## src/rtl/irq_sense_latch.sv

```systemverilog
module irq_sense_latch #(
  parameter int NIRQ = 8,
  parameter int DW   = 32
) (
  input  logic                    clk,
  input  logic                    rst_n,
  input  logic [NIRQ-1:0]         irq_pin_i,
  input  logic [2*NIRQ-1:0]       sense_i,
  input  logic                    lvl_mode_i,
  input  logic                    rd_i,
  input  logic                    wr_i,
  input  logic [DW-1:0]           wdata_i,
  output logic [DW-1:0]           rdata_o,
  input  logic                    ack_i,
  input  logic [$clog2(NIRQ)-1:0] ack_idx_i,
  output logic                    req_o
);
  localparam int TOP = DW - 1;
  localparam int IW  = $clog2(NIRQ);
  localparam int LOW = DW - NIRQ;

  logic [NIRQ-1:0] s1, s2, s3;
  logic [NIRQ-1:0] lat, arm, acc;
  logic [NIRQ-1:0] edge_sel, asrt, hit, wbit, view;

  logic unused_wlow;
  assign unused_wlow = ^wdata_i[LOW-1:0];

  always_ff @(posedge clk or negedge rst_n)
    if (!rst_n) begin
      s1 <= '0; s2 <= '0; s3 <= '0;
    end else begin
      s1 <= irq_pin_i; s2 <= s1; s3 <= s2;
    end

  assign rdata_o[LOW-1:0] = '0;

  for (genvar n = 0; n < NIRQ; n++) begin : g_irq
    assign edge_sel[n] = ~sense_i[2*n+1];
    assign asrt[n]     = sense_i[2*n] ? s2[n] : ~s2[n];
    assign hit[n]      = edge_sel[n] & (sense_i[2*n] ? (s2[n] & ~s3[n]) : (~s2[n] & s3[n]));
    assign wbit[n]     = wdata_i[TOP-n];
    assign view[n]     = edge_sel[n] ? lat[n] : (asrt[n] & ~(lvl_mode_i & acc[n]));
    assign rdata_o[TOP-n] = view[n];

    always_ff @(posedge clk or negedge rst_n)
      if (!rst_n) begin
        lat[n] <= 1'b0;
        arm[n] <= 1'b0;
        acc[n] <= 1'b0;
      end else begin
        if (!edge_sel[n])                    lat[n] <= 1'b0;
        else if (hit[n])                     lat[n] <= 1'b1;
        else if (wr_i && arm[n] && !wbit[n]) lat[n] <= 1'b0;

        if (wr_i)                arm[n] <= 1'b0;
        else if (rd_i && view[n]) arm[n] <= 1'b1;

        if (edge_sel[n] || !asrt[n])                 acc[n] <= 1'b0;
        else if (ack_i && ack_idx_i == IW'(n))       acc[n] <= 1'b1;
      end

    a_r4_write_one_keeps: assert property (@(posedge clk) disable iff (!rst_n)
      (wr_i && edge_sel[n] && lat[n] && wbit[n]) |=> (lat[n] || !edge_sel[n]))
      else $error("R4 violated on irq %0d", n);

    a_r5_unarmed_keeps: assert property (@(posedge clk) disable iff (!rst_n)
      (wr_i && !arm[n] && edge_sel[n] && lat[n]) |=> (lat[n] || !edge_sel[n]))
      else $error("R5 violated on irq %0d", n);

    a_r5_arm_from_read: assert property (@(posedge clk) disable iff (!rst_n)
      $rose(arm[n]) |-> $past(rd_i && !wr_i))
      else $error("R5 arm without read on irq %0d", n);

    a_r6_edge_wins: assert property (@(posedge clk) disable iff (!rst_n)
      (hit[n] && wr_i && !wbit[n]) |=> (lat[n] || !edge_sel[n]))
      else $error("R6 violated on irq %0d", n);

    a_r9_ack_hides: assert property (@(posedge clk) disable iff (!rst_n)
      (ack_i && ack_idx_i == IW'(n) && !edge_sel[n] && asrt[n] && lvl_mode_i)
        |=> (!view[n] || !lvl_mode_i || edge_sel[n]))
      else $error("R9 violated on irq %0d", n);
  end

  assign req_o = |view;

  a_r10_req_matches: assert property (@(posedge clk) disable iff (!rst_n)
    req_o == (rdata_o[TOP -: NIRQ] != '0))
    else $error("R10 violated");
endmodule

```

## config.mk

```make
export PLATFORM = sky130hd
export DESIGN_NAME = irq_sense_latch
export DESIGN_NICKNAME = d
export VERILOG_FILES = /design/src/rtl/irq_sense_latch.sv
export SDC_FILE = /design/constraint.sdc
export NUM_CORES = 1
export LEC_CHECK = 0
export ABC_AREA = 0
export BUFFER_PORTS_ARGS = -buffer_cell sky130_fd_sc_hd__clkbuf_2
export CAP_MARGIN = 10
export CORE_ASPECT_RATIO = 1.1
export CORE_MARGIN = 1
export CORE_UTILIZATION = 46
export CTS_CLUSTER_DIAMETER = 80
export DETAILED_ROUTE_END_ITERATION = 7
export HOLD_SLACK_MARGIN = 0.03
export PLACE_DENSITY = 0.79
export SLEW_MARGIN = 25
export SYNTH_ARGS = -nofsm -noshare
export SYNTH_HDL_FRONTEND = slang
export SYNTH_SLANG_ARGS = --single-unit
export TNS_END_PERCENT = 50
```

## constraint.sdc

```tcl
create_clock -name clk -period 1.36 [get_ports clk]
set_input_delay 0.136 -clock clk [delete_from_list [all_inputs] [get_ports clk]]
set_output_delay 0.136 -clock clk [all_outputs]
set_load 0.1 [all_outputs]
```

* Yosys cells after proc, flatten, opt, wreduce, memory -nomap -nowiden *
Index checks and enable logic that the tools add are counted.

cells by class
  reductions and logical operators = 82
  equality and inequality tests = 7
  mux-type cells = 80
  bitwise logic cells = 72

operators by type and width
  operator            count
  $mux 1              80
  $and 1x1->1         40
  $logic_and 1x1->1   32
  $not 1->1           32
  $reduce_bool 2->1   16
  $reduce_bool 3->1   8
  $logic_not 1->1     16
  $eq 3x3->1 const B  4
  $logic_or 1x1->1    8
  $reduce_or 8->1     1
  $eq 3x2->1 const B  2
  $eq 3x1->1 const B  1
  $logic_not 3->1     1

word-level totals
  output and inout port bits = 33
  bits in registers = 48
  word-level logic and storage cells = 268

* Logic depth before layout (Yosys ltp) *
  depth in word-level cells = 7
  mapped depth = 5
  gate-level depth less buffers = 4

* Worst setup path after synthesis *
OpenSTA, ideal clock, no wires.

  kind = register -> output
  from = register s2[1]
  to = output req_o
  data required time = 1.224 ns
  setup slack = -1.001 ns
  cell stages (with the launch flop) = 5
  arrival = 2.225 ns
  path through = dfrtp_1 -> xnor2_1 -> a31o_1 -> nor4_2 -> nand2_1

between the ends
  cells in the longest elaborated chain, start to end = 5

ends and longest elaborated chain
  what                    RTL line  RTL
  from (decl)             22        logic [NIRQ-1:0] s1, s2, s3;
  from (signal assigned)  31        s1 <= '0; s2 <= '0; s3 <= '0;
  from (signal assigned)  33        s1 <= irq_pin_i; s2 <= s1; s3 <= s2;
  $not 1->1               40        assign asrt[n] = sense_i[2*n] ? s2[n] : ~s2[n];
  $mux 1 *                40
  $and 1x1->1 *           43        assign view[n] = edge_sel[n] ? lat[n] : (asrt[n] & ~(lvl_mode_i & acc[n]));
  $mux 1 *                43
  via rdata_o[30]         13        output logic [DW-1:0] rdata_o,
  $reduce_or 8->1 *       85        assign req_o = |view;
  to (decl)               16        output logic req_o

Mark *: on every way through the listed nets, which the timed path passes. The rest lies on a longest branch.

* Worst setup path in the final report *
  from = register s2[6]
  to = output req_o

between the ends
  cells in the longest elaborated chain, start to end = 5

ends and longest elaborated chain
  what               RTL line
  $not 1->1          40
  $mux 1 *           40
  $and 1x1->1 *      43
  $mux 1 *           43
  $reduce_or 8->1 *  85

Mark *: on every way between the ends. The rest lies on a longest branch, timed or not.

==> summary.md <==
| Metric | Value |
|---|---|
| DIE AREA | `approximately 0.0048 mm^2` |
| Endpoints failing hold | `0` |
| Fin area | `between 0.002 and 0.003 mm^2` |
| Critical Path Fanout Max | `2` |
| Required @ worst endpoint | `1.22 ns` |
| WL met1 | `about 1800 um` |
| Worst-path cell chain | `xnor2_2 > a31o_4 > nor4_4 > nand2_4 > buf_12` |
| Crit-path max cell delay | `between 0.4 and 0.5 ns` |
| Die height | `between 70 and 80 um` |
| Initial core utilization | `around half` |
| Finish-stage setup viols | `9` |
| Metal2 WL | `2080 um` |
| Pwr Total | `3.42 mW` |
| Core region area | `between 0.004 and 0.005 mm^2` |
| Antenna violations before repair | `0` |
| Fin crit period | `around 1.8 ns` |
| CTS Buf Count | `5` |
| Hold WC Path Type | `primary input to flip-flop` |
| Post-synthesis cell type count | `20` |
| Mapped Cells | `roughly 210` |
| ANT nets after route | `0` |
| Initial DRC Count | `between 60 and 70` |
| Post-Syn Area per Cell | `between 9 and 10 um^2` |
| Fillers | `352` |
| RSZ-0062 raised after global routing | `true` |
| Setup TNS | `-1.81 ns` |
| Critical path launch point type | `flip-flop` |
| Area Overhead vs Synth | `40.6%` |
| Area post-placement | `between 0.002 and 0.003 mm^2` |
| Vias in the first global route | `about 1.6k` |
| First-pass GRT wire length | `around 6800 um` |
| Die width | `around 66 um` |
| Place WS | `-0.144 ns` |
| Failing checks | `setup timing` |
| Row cnt | `25` |
| Bufs and invs on worst path | `1` |
| Clock Latency Late Sink | `0.30 ns` |
| DRT Wirelength | `~4200 um` |
| Reg clk slew, reported paths | `0.08 ns` |
| Port Buffer Count | `49` |
| Antenna diodes | `0` |
| Yosys warnings | `0` |
| Cell Pwr Density | `1160 mW/mm^2` |
| Post-route clock period utilization | `132%` |
| CP max stage cell | `dfrtp_1` |
| Outcome | `finished with violations` |
| Clock Path Buffers | `2` |
| # nets final | `between 300 and 400` |
| R2R Setup Slk | `approximately 0.040 ns` |
| Root buffer cell | `clkbuf_8` |
| Cell Area, Synth | `between 0.002 and 0.0025 mm^2` |
| Leakage dissipation | `roughly 1.4 nW` |
| Reg-to-Reg Start | `s2[1]$_DFF_PN0_` |
| Initial DRT Pass Iterations | `4` |
| Pin count of the biggest net entering global routing | `~50` |
| Hold Crit Start | `sense_i[11]` |
| Total congestion overflow | `0` |
| Total track usage | `about 19%` |
| H-tree depth | `2` |
| Sequential area share after synthesis | `a little under three fifths` |
| Via count | `1653` |
| Achievable Freq | `around 560 MHz` |
| Synth Register Bits | `48` |
| HPWL Detailed | `around 3100 um` |
| WL met3 | `roughly 240 um` |
| Critical path class | `flip-flop to output pin` |
| Layout cells sized above 1 | `approximately a third` |
| Worst VDD drop | `a little under 800 uV` |
| CTS tree | `yes` |
| Post-DR wirelength/cell | `12.2 um` |
| Gpl congestion | `0.817` |
| Critical path's top delay family | `flip-flops` |
| # clock sinks | `48` |
| Via/cell ratio | `4.82` |
| I/O pin count | `98` |
| Crit path arrival time | `1.67 ns` |
| DRC viols | `0` |
| Max layer used | `met4` |
| Max_cap viols | `0` |
| Crit. End Element | `output pin` |
| CP startpoint | `s2[6]$_DFF_PN0_` |
| Clock Skew | `0.00848 ns` |
| Max-slew violations | `0` |
| Final worst setup slack | `-0.442 ns` |
layout make-up:
cell class	count	area, um^2	share of cell area [%]
Multi-Input combinational cell	158	943	32.1
Timing Repair Buffer	78	659	22.4
Clock buffer	5	68.8	2.34
Tap cell	54	67.6	2.30
Sequential cell	48	1200	40.9
kinds of logic (layout without fill, tap and decap cells):
group | count (synthesis) | count (layout) | share of synthesized area (%)
AND/OR/NAND/NOR | 78 | 78 | 16.0
AO/OA/AOI/OAI | 48 | 48 | 13.6
flip-flops | 48 | 48 | 57.4
buffers and inverters | 28 | 83 | 9.51
XOR/XNOR | 8 | 8 | 3.35
other | 1 | 24 | 0.179
sequential cells by signal (all words and copies together), names as in the netlist:
| signal | count |
|---|---|
| s2 | 8 |
| s3 | 8 |
| acc | 8 |
| lat | 8 |
| s1 | 8 |
| arm | 8 |
what timing repair did:
item / 4_1_cts / 5_1_grt
endpoints found under the setup margin: 9 / 10
gates resized for setup: 11 / 6
endpoints found under the hold margin: 56 / 0
setup buffers: 4 / 1
hold buffers: 9 / 0
pin swaps: 8 / 7
cloned: 0 / 0
path summary, 6_finish.rpt:
path | end | cells past startpoint
worst min register to register | s2[7]$_DFF_PN0_ | 0
worst max-delay path | req_o | 5
max in group asynchronous | s2[5]$_DFF_PN0_ | 3
worst min-delay path | lat[5]$_DFFE_PN0P_ | 2
worst max register to register | arm[1]$_DFFE_PN0P_ | 6
min in group asynchronous | arm[5]$_DFFE_PN0P_ | 3
metal layers:
metal  up-vias  track usage, %
met3         5            5.63
met4         0            5.67
met1       781            24.9
li1        815               -
met5         -               0
met2        52            31.3
worst register-to-register path, delay by kind of cell (launching register included):
| family | cells | cell delay [ns] |
|---|---|---|
| flops | 1 | 0.42 |
| compound gates | 2 | 0.36 |
| buf+inv | 2 | 0.23 |
| xor+xnor | 1 | 0.16 |
| simple gates | 1 | 0.05 |
stage by stage:
step / cells / hold slack (ns) / utilization (%)
final: 343 / 0.0427 / 68.1
after global routing: 343 / 0.0368 / 68.1
after CTS: 342 / 0.0330 / 67.4
after detailed placement: 324 / 0.145 / 61.5
after global placement: 324 / 0.143 / 61.5
after floorplan: 234 / -0.160 / -
cell usage after synthesis:
library cell	number	share of area [%]
dfrtp_1	48	57
nand2_1	32	5.7
nor2_1	32	5.7
a21oi_1	26	6.2
buf_4	24	8.6
nor2b_1	11	3.3
o21ai_0	8	1.9
xnor2_1	8	3.3
a31o_2	6	2.5
a31oi_1	4	1.2
a31o_1	2	0.84
buf_2	2	0.48
a41oi_1	1	0.42
and2_1	1	0.30
clkbuf_1	1	0.18
clkbuf_2	1	0.24
conb_1	1	0.18
nor4_1	1	0.30
nor4_2	1	0.60
o211a_1	1	0.48
report_power, final:
group / switching [mW] / leakage (nW) / total, mW / internal [mW]
registers: 0.0399 / 0.603 / 1.54 / 1.50
clock network: 0.422 / 0.0359 / 0.754 / 0.332
logic: 0.749 / 0.787 / 1.13 / 0.380
cells in the final DEF (no fill, tap or decap), drive strengths merged:
cell and count:
a41oi 1, and2 1, a31o 8, buf 29, conb 24, a31oi 4
nor2 32, dfrtp 48, nor2b 11, a21oi 26, nor4 2, o211a 1
o21ai 8, xnor2 8, nand2 32, clkbuf 45, dlygate4sd3 9
(Power assumes the default switching activity.)
